$ cat src/rtl/tstream_pkg.sv
`timescale 1ns/1ps
package tstream_pkg;

  // Outcome for one tester flit slot
  typedef enum logic [1:0] {
    ADM_IDLE  = 2'd0,  // nothing arrived
    ADM_WRITE = 2'd1,  // store into the FIFO
    ADM_DROP  = 2'd2,  // filler discarded because a backlog exists
    ADM_LOST  = 2'd3   // data flit met a full FIFO
  } admit_e;

endpackage

$ cat src/rtl/tstream_rst_sync.sv
`timescale 1ns/1ps
module tstream_rst_sync (
  input  logic clk,
  input  logic rst_n,
  output logic rst_sync_n
);

  logic stage_q;
  logic sync_q;

  always_ff @(posedge clk or negedge rst_n) begin
    if (!rst_n) begin
      stage_q <= 1'b0;
      sync_q  <= 1'b0;
    end else begin
      stage_q <= 1'b1;
      sync_q  <= stage_q;
    end
  end

  assign rst_sync_n = sync_q;

endmodule

$ cat src/rtl/tstream_admit.sv
`timescale 1ns/1ps
module tstream_admit
  import tstream_pkg::*;
#(
  parameter int DEPTH = 10,
  localparam int CNT_W = $clog2(DEPTH + 1)
) (
  input  logic             in_valid,
  input  logic             in_filler,
  input  logic [CNT_W-1:0] occ,
  output admit_e           decision
);

  logic backlog;
  logic full;

  assign backlog = (occ != '0);
  assign full    = (occ == CNT_W'(DEPTH));

  // Filler takes precedence: with any backlog it is discarded, so a full
  // FIFO never reports a lost filler.
  always_comb begin
    decision = ADM_IDLE;
    if (in_valid) begin
      if (in_filler && backlog) begin
        decision = ADM_DROP;
      end else if (full) begin
        decision = ADM_LOST;
      end else begin
        decision = ADM_WRITE;
      end
    end
  end

endmodule

$ cat src/rtl/tstream_fifo.sv
`timescale 1ns/1ps
module tstream_fifo #(
  parameter int W     = 32,
  parameter int DEPTH = 10,
  localparam int CNT_W = $clog2(DEPTH + 1),
  localparam int PTR_W = (DEPTH > 1) ? $clog2(DEPTH) : 1
) (
  input  logic             clk,
  input  logic             rst_n,
  input  logic             wr_en,
  input  logic [W-1:0]     wr_data,
  input  logic             rd_en,
  output logic [W-1:0]     rd_data,
  output logic [CNT_W-1:0] count
);

  logic [W-1:0]     mem [DEPTH];
  logic [PTR_W-1:0] wr_ptr_q, wr_ptr_d;
  logic [PTR_W-1:0] rd_ptr_q, rd_ptr_d;
  logic [CNT_W-1:0] cnt_q, cnt_d;

  function automatic logic [PTR_W-1:0] ptr_next(input logic [PTR_W-1:0] p);
    return (p == PTR_W'(DEPTH - 1)) ? '0 : p + 1'b1;
  endfunction

  always_comb begin
    wr_ptr_d = wr_ptr_q;
    rd_ptr_d = rd_ptr_q;
    cnt_d    = cnt_q;
    if (wr_en) wr_ptr_d = ptr_next(wr_ptr_q);
    if (rd_en) rd_ptr_d = ptr_next(rd_ptr_q);
    case ({wr_en, rd_en})
      2'b10:   cnt_d = cnt_q + 1'b1;
      2'b01:   cnt_d = cnt_q - 1'b1;
      default: cnt_d = cnt_q;
    endcase
  end

  always_ff @(posedge clk or negedge rst_n) begin
    if (!rst_n) begin
      wr_ptr_q <= '0;
      rd_ptr_q <= '0;
      cnt_q    <= '0;
    end else begin
      wr_ptr_q <= wr_ptr_d;
      rd_ptr_q <= rd_ptr_d;
      cnt_q    <= cnt_d;
    end
  end

  // Storage carries no reset; only the write enable gates it.
  always_ff @(posedge clk) begin
    if (wr_en) begin
      mem[wr_ptr_q] <= wr_data;
    end
  end

  assign rd_data = mem[rd_ptr_q];
  assign count   = cnt_q;

  AST_FIFO_NO_WRITE_FULL: assert property (@(posedge clk) disable iff (!rst_n)
    wr_en |-> (cnt_q < CNT_W'(DEPTH)));
  AST_FIFO_NO_READ_EMPTY: assert property (@(posedge clk) disable iff (!rst_n)
    rd_en |-> (cnt_q != '0));
  AST_FIFO_COUNT_BOUND: assert property (@(posedge clk) disable iff (!rst_n)
    cnt_q <= CNT_W'(DEPTH));

endmodule

$ cat src/rtl/tstream_status.sv
`timescale 1ns/1ps
module tstream_status #(
  parameter int DROP_W = 16
) (
  input  logic              clk,
  input  logic              rst_n,
  input  logic              set_ovf,
  input  logic              drop_inc,
  output logic              overflow,
  output logic [DROP_W-1:0] drop_count
);

  logic              ovf_q, ovf_d;
  logic [DROP_W-1:0] drop_q, drop_d;
  logic              drop_en;

  assign drop_en = drop_inc && (drop_q != '1);

  always_comb begin
    ovf_d  = ovf_q | set_ovf;
    drop_d = drop_q;
    if (drop_en) drop_d = drop_q + 1'b1;
  end

  always_ff @(posedge clk or negedge rst_n) begin
    if (!rst_n) begin
      ovf_q  <= 1'b0;
      drop_q <= '0;
    end else begin
      ovf_q  <= ovf_d;
      drop_q <= drop_d;
    end
  end

  assign overflow   = ovf_q;
  assign drop_count = drop_q;

  AST_OVF_STICKY: assert property (@(posedge clk) disable iff (!rst_n)
    ovf_q |=> ovf_q);
  AST_DROP_SAT_HOLD: assert property (@(posedge clk) disable iff (!rst_n)
    (drop_q == '1) |=> (drop_q == '1));
  AST_DROP_UNIT_STEP: assert property (@(posedge clk) disable iff (!rst_n)
    (drop_q != $past(drop_q)) |-> (drop_q == $past(drop_q) + 1'b1));

endmodule

$ cat src/rtl/tstream_ingress.sv
`timescale 1ns/1ps
module tstream_ingress
  import tstream_pkg::*;
#(
  parameter int FLIT_W = 32,
  parameter int DEPTH  = 10,
  parameter int DROP_W = 16,
  localparam int CNT_W = $clog2(DEPTH + 1)
) (
  input  logic              clk,
  input  logic              rst_n,
  input  logic              in_valid,
  input  logic              in_filler,
  input  logic [FLIT_W-1:0] in_data,
  output logic              out_valid,
  output logic [FLIT_W-1:0] out_data,
  input  logic              out_accept,
  output logic              overflow,
  output logic [DROP_W-1:0] drop_count,
  output logic [CNT_W-1:0]  occupancy
);

  logic             rst_sn;
  admit_e           decision;
  logic             wr_en;
  logic             rd_en;
  logic [CNT_W-1:0] count;

  tstream_rst_sync u_rst (
    .clk        (clk),
    .rst_n      (rst_n),
    .rst_sync_n (rst_sn)
  );

  tstream_admit #(.DEPTH(DEPTH)) u_admit (
    .in_valid  (in_valid),
    .in_filler (in_filler),
    .occ       (count),
    .decision  (decision)
  );

  assign wr_en     = (decision == ADM_WRITE);
  assign out_valid = (count != '0);
  assign rd_en     = out_valid && out_accept;

  tstream_fifo #(.W(FLIT_W), .DEPTH(DEPTH)) u_fifo (
    .clk     (clk),
    .rst_n   (rst_sn),
    .wr_en   (wr_en),
    .wr_data (in_data),
    .rd_en   (rd_en),
    .rd_data (out_data),
    .count   (count)
  );

  tstream_status #(.DROP_W(DROP_W)) u_status (
    .clk        (clk),
    .rst_n      (rst_sn),
    .set_ovf    (decision == ADM_LOST),
    .drop_inc   (decision == ADM_DROP),
    .overflow   (overflow),
    .drop_count (drop_count)
  );

  assign occupancy = count;

  AST_HEAD_HOLD: assert property (@(posedge clk) disable iff (!rst_sn)
    (out_valid && !out_accept) |=> (out_valid && $stable(out_data)));
  AST_OVF_CAUSE: assert property (@(posedge clk) disable iff (!rst_sn)
    $rose(overflow) |-> $past(in_valid && !in_filler && (occupancy == CNT_W'(DEPTH))));
  AST_FILLER_NO_GROWTH: assert property (@(posedge clk) disable iff (!rst_sn)
    (in_valid && in_filler && (occupancy != '0)) |=> (occupancy <= $past(occupancy)));
  AST_EMPTY_ARRIVAL: assert property (@(posedge clk) disable iff (!rst_sn)
    (in_valid && (occupancy == '0)) |=> out_valid);

endmodule

$ cat config.mk
export PLATFORM = sky130hd
export DESIGN_NAME = tstream_ingress
export DESIGN_NICKNAME = d
export VERILOG_FILES = /design/src/rtl/tstream_pkg.sv /design/src/rtl/tstream_rst_sync.sv /design/src/rtl/tstream_admit.sv /design/src/rtl/tstream_fifo.sv /design/src/rtl/tstream_status.sv /design/src/rtl/tstream_ingress.sv
export SDC_FILE = /design/constraint.sdc
export NUM_CORES = 1
export LEC_CHECK = 0
export BUFFER_PORTS_ARGS = -buffer_cell sky130_fd_sc_hd__buf_2
export CAP_MARGIN = 25
export CELL_PAD_IN_SITES_DETAIL_PLACEMENT = 1
export CELL_PAD_IN_SITES_GLOBAL_PLACEMENT = 2
export CORE_ASPECT_RATIO = 1.75
export CORE_UTILIZATION = 46
export CTS_BUF_LIST = sky130_fd_sc_hd__clkbuf_8 sky130_fd_sc_hd__clkbuf_16
export DETAILED_ROUTE_END_ITERATION = 10
export GPL_TIMING_DRIVEN = 1
export PLACE_DENSITY = 0.89
export REMOVE_ABC_BUFFERS = 1
export SYNTH_ARGS = -nofsm -noshare
export SYNTH_HDL_FRONTEND = slang
export SYNTH_HIERARCHICAL = 1
export SYNTH_SLANG_ARGS = --single-unit
$ cat constraint.sdc
create_clock -name clk -period 2.6 [get_ports clk]
set_clock_uncertainty 0.15 [all_clocks]
set_input_delay 0.52 -clock clk [delete_from_list [all_inputs] [get_ports clk]]
set_output_delay 0.52 -clock clk [all_outputs]
set_load 0.05 [all_outputs]
==> results.cfg, run 1 <==
[synth]
yosysUniqueCellTypes = 55
netlist.area_leader.share = 0.682
synth.avg_cell_area_um2 = 18.0
syn-cell-area_um2 = 14100
netlist_top_cells_count = edfxtp_1 (320), mux2_2 (83), nand2_1 (39), nor2_1 (37), dfrtp_1 (31)
ys_ff_latch = 351
async_reset_ff_frac = 0.0883
synth_most_common_cell = edfxtp_1
yosysSeqAreaShare = 0.737
synth_top_flop_cell = edfxtp_1
syn_inst = 781
ys_warn_count = 6
synth_edf_count = 320
synth_top_cell_by_area = edfxtp_1
synthTopCellsByArea = edfxtp_1 (68%), mux2_2 (6.6%), dfrtp_1 (5.5%)

[global_route]
grt_max_degree = 30
grt_first_pass_wirelength_mm = 54.8
track_usage = 0.240
grt_pass1_vias = 8916
antenna_found_initial = 2
overflow = 0

[clocking]
clock_path_buffers = 3
cts_tree = built
clk_pin_slew_ns = 0.07
cts-root-buf = clkbuf_16
cts.sinks = 351
clk_latency_ns = 0.58
htreeDepth = 1
numCtsBuffers = 31

[worst_hold_path]
hp-class = in -> reg

[power]
p_sw_mw = 8.23
p_int_mw = 13.2
clkPwrFrac = 0.212
pwr-share-seq = 0.324
swShare = 0.384
p_per_area_nw_per_um2 = 1160
power.leakage_nw = 6.44
p_comb_frac = 0.464
ir_worst_vdd_uv = 814

[routing]
firstDrtPassIters = 5
num_vias = 8271
wl_mm = 41.1
routed_via_density = 5.90
wl_per_cell_um = 29.3
drc = 0
postRouteAntennaNets = 0
drt_iter0_drc = 532

[floorplan]
fp.coreArea_um2 = 30100
fp.dieW_um = 134
io_pins = 91
die_h_um = 234
rows = 84
dieArea_um2 = 31400
initial_core_util = 0.469

[cells_and_area]
fin_nets = 1030
final_layout_size_suffix_gt1_frac = 0.475
fillCellCount = 2627
syn_to_final_growth_pct = 30.6
instances_no_fill = 1402

[sta]
drv_slew = 0
fin_crit_sh = 1.19
finalHoldViolCount = 0
fmax_ghz = 0.322
rsz0062_at_grt = true
setup_viol = 161
holdWs_ns = 0.0888
slew_headroom = 0.488
tightestPinTransition_ns = 0.765
layout_setup_ws_ns = -0.502
fin_crit_ns = 3.10

[worst_setup_path]
critPathSlowestCell = mux4_2
cp_max_fo = 5
crit_family = multiplexers
criticalPathCategory = reg -> out
max_stage_delay_ns = 0.56
path_buf_inv = 2
end_kind = output port
crit_required_ns = 1.93
worstPathCellList = buf_8 > mux4_2 > nor2b_4 > a2111oi_4 > a21o_1 > buf_6
crit_arrival_ns = 2.43
cp-start-kind = flip-flop

[place]
hpwl_mm = 21.9
portBuffers = 90
place.gp.congestion = 0.732
place_worst_setup_slack_ns = -0.126
dp_cells = 1291

[status]
violations = negative setup slack
outcome = finished, violations left

[flow_run]
max_cap_viol_count = 0
layout by cell type, fill, tap and decap left out, drive strengths merged, types with 4 or more instances in the layout:
master	Yosys	final
edfxtp	320	320
buf	27	204
mux2	85	85
clkbuf	13	49
nand2	39	39
nor2	37	37
mux4	32	32
dfrtp	31	31
o22ai	26	26
o31ai	25	25
nor2b	19	19
xnor2	14	14
inv	2	11
a21o	9	9
nand3	9	9
nor3	9	9
mux2i	7	7
a211oi	7	7
a2111oi	7	7
clkinv	0	6
o21ai	6	6
xor2	5	5
a21oi	5	5
clkinvlp	0	4
nand2b	4	4
nand4	4	4
and3	4	4
o211ai	4	4
ha	4	4
worst paths after layout:
| kind | slack [ns] | from | cells past startpoint | endpoint |
|---|---|---|---|---|
| setup / recovery | -0.50 | u_fifo/rd_ptr_q[0] | 6 | out_data[27] |
| hold / removal | 0.09 | in_data[2] | 1 | u_fifo/mem[9][2] |
| setup reg to reg | -0.16 | u_fifo/count[1] | 9 | u_fifo/mem[0][24] |
| hold reg to reg | 0.12 | u_rst/rst_sync_n | 1 | u_status/drop_count[6] |
| max in group asynchronous | 1.83 | u_rst/rst_sync_n | 1 | u_fifo/rd_ptr_q[3] |
| min in group asynchronous | 0.10 | rst_n | 2 | u_rst/stage_q |
metrics by stage:
| stage | power [mW] | instance area [um2] | utilization | TNS (ns) |
|---|---|---|---|---|
| detailed placement | 14.2 | 15600 | 0.519 | -2.38 |
| CTS | 20.0 | 17400 | 0.579 | -15.10 |
| global route | 22.0 | 18400 | 0.612 | -36.28 |
| finish | 21.4 | 18400 | 0.612 | -27.21 |
| floorplan | 11.5 | 13800 | - | -575.76 |
| global placement | 14.0 | 15600 | 0.519 | -0.00302 |
registers in the layout, indices dropped and copies added (netlist names):
register	count
u_status/drop_count	16
u_rst/stage_q	1
u_fifo/count	4
u_rst/rst_sync_n	1
u_status/overflow	1
u_fifo/wr_ptr_q	4
u_fifo/mem	320
u_fifo/rd_ptr_q	4
repair_timing:
item / in CTS / in global routing
gates cloned: 7 / 12
hold buffers: 1 / 0
setup buffers: 22 / 24
pin swaps: 14 / 39
endpoints found under the setup margin: 109 / 289
gates resized for setup: 139 / 139
hold endpoints to repair: 2 / 0
routing by layer:
layer  up-vias  GRT usage  share of wire
met2       336      0.462           0.56
met1      4314      0.259           0.35
met4         2      0.103          0.042
met5         -          0        0.00024
met3        93     0.0310          0.051
li1       3526          -              -
layout make-up:
| cell class | instances | area (um2) | share of cell area |
|---|---|---|---|
| Multi-Input combinational cell | 388 | 4150 | 0.225 |
| Clock buffer | 39 | 886 | 0.0481 |
| Antenna cell | 1 | 2.50 | 0.000136 |
| Sequential cell | 351 | 10400 | 0.565 |
| Clock inverter | 19 | 110 | 0.00598 |
| Tap cell | 387 | 484 | 0.0263 |
| Timing Repair Buffer | 215 | 2380 | 0.129 |
| Inverter | 2 | 7.51 | 0.000408 |
power by group through the flow:
stage / combinational, mW / sequential, mW / clock [mW]
after CTS: 8.54 / 6.88 / 4.54
after global routing: 10.3 / 6.97 / 4.76
final: 9.94 / 6.94 / 4.55
after floorplan: 3.89 / 7.57 / 0
after detailed placement: 7.18 / 6.99 / 0
after global placement: 7.03 / 6.95 / 0
cells by family after synthesis:
group | synth area share
mux | 0.127
simple gates | 0.0494
buf+inv | 0.0206
compound gates | 0.0507
other cells | 0.000266
xor+xnor | 0.0118
flops | 0.737
fa+ha+maj | 0.00355
No activity file was read; power rests on OpenSTA's default activity.
==> run 2, diff against run 1 <==
Settings changed: CTS_CLUSTER_DIAMETER from default to 100.
Clock period 2.6 ns to 2.95 ns, I/O delays scaled along.
==> run 2 against run 1 <==
The run still ends with negative setup slack left. Combinational power decreased by 16%. Critical path depth increased by 2. Utilization decreased by 3.3 points. Register-to-register slack improved by 0.38 ns. Count of clock-buffer cells in the layout decreased by 8. Critical endpoint is now out_data[12].
==> results.cfg, run 2 (synthesis results as in run 1) <==
[status]
outcome = finished, violations left
violations = negative setup slack

[cells_and_area]
largest_register_ffs = 320
regMostFlops = u_fifo/mem
final_common_cell = edfxtp_1
antennaDiodeCount = 0
fin_nets = 981
final_cell_area_um2 = 17400
final_cell_mix = edfxtp_1 (320), mux2_2 (71), buf_2 (58)
final_layout_size_suffix_gt1_frac = 0.435
utilization = 0.579
syn_to_final_growth_pct = 23.6

[worst_setup_path]
crit_path_frequent_cell = buf_4
crit_required_ns = 2.21
max_stage_delay_ns = 0.53
crit_arrival_ns = 2.44
criticalPathCategory = reg -> out
worstPathCellList = buf_6 > buf_12 > buf_4 > mux2_2 > o22ai_1 > o31ai_1 > buf_4 > buf_8
cp-start-kind = flip-flop
critPathSlowestCell = dfrtp_4
end_kind = output port
startpoint = u_fifo/rd_ptr_q[0]
timing.rr.start = u_fifo/count[1]
cp_max_fo = 6

[clocking]
cts_tree = built
cts.sinks = 351
clk_pin_slew_ns = 0.07
clk_latency_ns = 0.57
htreeDepth = 1
numCtsBuffers = 31
cts-root-buf = clkbuf_16
clock_path_buffers = 3

[routing]
num_vias = 7799
drt_iter0_drc = 448
wl_per_cell_um = 26.3
drc = 0
routed_via_density = 5.77
postRouteAntennaNets = 0
firstDrtPassIters = 5
wl_mm = 35.5

[worst_hold_path]
hp-class = reg -> async

[power]
p_per_area_nw_per_um2 = 1050
pwr-share-seq = 0.333
swShare = 0.378
p_int_mw = 11.4
p_comb_frac = 0.455
ir_worst_vdd_uv = 954
clkPwrFrac = 0.212
power.leakage_nw = 6.00
p_sw_mw = 6.91

[place]
place_area_um2 = 15300
place.gp.congestion = 0.738
hpwl_mm = 20.1
portBuffers = 90

[global_route]
overflow = 0
grt_first_pass_wirelength_mm = 52.9
track_usage = 0.231
grt_max_degree = 33
grt_pass1_vias = 8706
antenna_found_initial = 1

[sta]
setup_viol = 32
drv_slew = 0
slew_headroom = 0.521
layout_setup_ws_ns = -0.232
fin_crit_ns = 3.18
tightestPinTransition_ns = 0.715
fin_crit_sh = 1.08
rsz0062_at_grt = true
finalHoldViolCount = 0
fmax_ghz = 0.314

[floorplan]
die_h_um = 234
fp.dieW_um = 134
fp.coreArea_um2 = 30100
io_pins = 91
rows = 84
dieArea_um2 = 31400
initial_core_util = 0.469

[flow_run]
max_cap_viol_count = 0
## run 2: changes by cell type in the layout (fill, tap and decap cells not counted), moves of 5 or more
cell / before / now
buf_12: 28 / 16
buf_4: 56 / 44
buf_6: 46 / 37
clkbuf_16: 41 / 32
clkbuf_8: 8 / 0
nor2_2: 5 / 11
a211oi_1: 5 / 0
clkinv_1: 0 / 5
nor2_4: 21 / 16
o22ai_1: 11 / 16
o22ai_2: 13 / 8
## run 2: per-layer routing
layer	share of wire	routed length, um	GRT usage
met3	0.040	1420	0.0349
met1	0.38	13400	0.257
met2	0.55	19700	0.440
met4	0.026	920	0.0857
met5	0.00031	11	0
## run 2: worst paths after layout
kind                       depth (start not counted)                     end  slack [ns]
max                                                8            out_data[12]       -0.23
min                                                1  u_status/drop_count[6]        0.12
max reg2reg                                        7        u_fifo/mem[4][7]        0.22
min reg2reg                                        1  u_status/drop_count[6]        0.12
max in group asynchronous                          1      u_fifo/rd_ptr_q[3]        2.19
min in group clk                                   1       u_fifo/mem[5][26]        0.17
## run 2: worst max-delay path: cells and delay by family (launching register included)
| family | cells | cell delay [ns] |
|---|---|---|
| mux | 1 | 0.22 |
| buf+inv | 5 | 0.77 |
| compound gates | 2 | 0.34 |
| flops | 1 | 0.53 |
## run 2: power groups by stage
| stage | registers [mW] | logic, mW | clock network (mW) |
|---|---|---|---|
| 6_report | 6.09 | 8.32 | 3.87 |
| 5_1_grt | 6.13 | 8.67 | 4.08 |
| 4_1_cts | 6.08 | 7.73 | 3.92 |
| 3_5_place_dp | 6.20 | 6.18 | 0 |
| 3_3_place_gp | 6.16 | 6.04 | 0 |
| 2_1_floorplan | 6.70 | 3.57 | 0 |
## run 2: repair_timing
item / 4_1_cts / 5_1_grt
endpoints found under the hold margin: 2 / 0
resized for setup: 150 / 71
hold buffers: 1 / 0
buffers inserted: 23 / 6
gates cloned: 5 / 1
pin swaps: 24 / 14
endpoints found under the setup margin: 32 / 32
## run 2: final cells by class
cell class / count / area (um2)
Clock inverter: 26 / 175
Timing Repair Buffer: 166 / 1580
Clock buffer: 31 / 776
Inverter: 2 / 7.51
Tap cell: 387 / 484
Multi-Input combinational cell: 388 / 4000
Fill cell: 2690 / 12600
Sequential cell: 351 / 10400
## run 2: per-stage QoR
stage	total power [mW]	setup slack, ns	instances	hold slack (ns)	setup TNS (ns)
4_1_cts	17.7	-0.260	1345	0.145	-5.93
3_3_place_gp	12.2	0.217	1262	0.126	0
2_1_floorplan	10.3	-3.32	741	0.144	-452.38
3_5_place_dp	12.4	0.128	1262	0.141	0
6_report	18.3	-0.232	1351	0.124	-4.11
5_1_grt	18.9	-0.312	1351	0.170	-6.00
==> run 3, diff against run 2 <==
Settings changed: PLACE_DENSITY 0.89 to 0.86, SETUP_SLACK_MARGIN from default to 0.2.
==> run 3 against run 2 <==
Clock power grew 8.3%. The run still ends with negative setup slack left. Sequential power about the same. Die area stayed put. Critical endpoint is now out_data[14]. Non-clock buffer count grew 5.
==> results.cfg, run 3 (synthesis results as in run 1) <==
[cells_and_area]
fin_nets = 986
final_cell_mix = edfxtp_1 (320), mux2_2 (75), buf_2 (58)
final_layout_size_suffix_gt1_frac = 0.438
regMostFlops = u_fifo/mem
regArea_um2 = 10400
final_common_cell = edfxtp_1
fillCellCount = 2711
largest_register_ffs = 320
multi_input_area_um2 = 3910
syn_to_final_growth_pct = 24.1

[floorplan]
io_pins = 91
fp.coreArea_um2 = 30100
initial_core_util = 0.469
die_h_um = 234
rows = 84
dieArea_um2 = 31400
fp.dieW_um = 134

[global_route]
grt_max_degree = 33
grt_first_pass_wirelength_mm = 52.9
grt_pass1_vias = 8623
antenna_found_initial = 3
track_usage = 0.231
overflow = 0

[sta]
slew_headroom = 0.494
setup_viol = 32
final.setup.tns_ns = -4.98
fin_crit_sh = 1.10
rsz0062_at_grt = true
drv_slew = 0
fin_crit_ns = 3.26
finalHoldViolCount = 0
layout_setup_ws_ns = -0.306
fmax_ghz = 0.307
tightestPinTransition_ns = 0.759

[clocking]
cts.sinks = 351
clk_pin_slew_ns = 0.07
cts_tree = built
htreeDepth = 1
numCtsBuffers = 31
clk_latency_ns = 0.57
clock_path_buffers = 3
cts-root-buf = clkbuf_16

[worst_setup_path]
timing.rr.start = u_fifo/count[2]
startpoint = u_fifo/rd_ptr_q[0]
cp-start-kind = flip-flop
crit_family = buffers and inverters
rr_endpoint = u_fifo/mem[4][15]
crit_arrival_ns = 2.52
r2r_slack_ns = 0.29
path_buf_inv = 5
rr_worst_depth = 7
crit_required_ns = 2.21
criticalPathCategory = reg -> out
end_kind = output port
critPathSlowestCell = dfrtp_4
worstPathCellList = buf_8 > buf_4 > buf_16 > mux2_4 > o22ai_2 > o31ai_1 > buf_4 > buf_8
cp_max_fo = 5
max_stage_delay_ns = 0.54

[routing]
postRouteAntennaNets = 0
routed_via_density = 5.74
drt_iter0_drc = 467
wl_per_cell_um = 26.3
drc = 0
num_vias = 7799
firstDrtPassIters = 4
wl_mm = 35.7

[power]
p_total_mw = 18.5
ir_worst_vdd_uv = 826
p_per_area_nw_per_um2 = 1060
power.leakage_nw = 6.01

[place]
portBuffers = 90
hpwl_mm = 20.3
place.gp.congestion = 0.752

[status]
violations = negative setup slack
outcome = finished, violations left

[flow_run]
max_cap_viol_count = 0

[worst_hold_path]
hp-class = reg -> async
run 3: cell types whose count changed in the layout (fill, tap and decap cells not counted), moves of 4 or more:
cell,previous run,this run
buf_4,44,54
a211oi_2,6,0
inv_1,11,5
a211oi_1,0,7
buf_6,37,27
mux2_4,12,8
mux2_2,71,75
run 3: final cells by class:
type | instances | share of cell area
well taps | 387 | 0.0277
clock inverters | 27 | 0.0161
flip-flops and latches | 351 | 0.594
repair buffers | 171 | 0.0940
multi-input cells | 388 | 0.223
inverters | 2 | 0.000429
diodes | 2 | 0.000286
clock buffers | 31 | 0.0443
run 3: timing repair:
item                                    4_1_cts  5_1_grt
gates cloned                                  5        2
hold buffers                                  1        1
pin swaps                                    14       11
resized for setup                           150       51
endpoints found under the hold margin         2        1
endpoints found under the setup margin       33      131
buffers inserted                             17        3
run 3: worst register-to-register path, cell delays in order (launching register included):
cell and delay [ns]:
dfrtp_1 0.39, o41ai_2 0.40, and2_4 0.22, nor2b_2 0.15, buf_4 0.15, nand3b_1 0.27, nor3_2 0.30, buf_12 0.30
run 3: layer usage:
metal  global-route usage  part of all wire  vias up
li1                     -                 -     3429
met1                0.264              0.37     4072
met2                0.430              0.57      238
met3               0.0276             0.040       58
met4               0.0966             0.027        2
met5                    0           0.00036        -
run 3: worst max path at each step:
stage                   endpoint  slack, ns  cells past startpoint
finish              out_data[14]      -0.31                      8
global route        out_data[14]      -0.35                      8
CTS                 out_data[12]      -0.23                      6
detailed placement  out_data[18]       0.18                      6
global placement     out_data[1]       0.23                      6
floorplan           out_data[23]      -3.32                      3
run 3: through the flow:
step	worst slack (ns)	utilization	hold WS [ns]	cells	instance area [um2]
detailed placement	0.179	0.511	0.193	1269	15400
CTS	-0.232	0.572	0.142	1350	17200
floorplan	-3.32	-	0.144	741	13800
global placement	0.226	0.511	0.186	1269	15400
global route	-0.350	0.582	0.133	1359	17500
finish	-0.306	0.582	0.107	1359	17500
run 3: power by group:
| group | switching, mW | internal [mW] |
|---|---|---|
| Clock | 1.81 | 2.37 |
| Sequential | 0.333 | 5.75 |
| Combinational | 4.72 | 3.50 |
| Total | 6.86 | 11.6 |
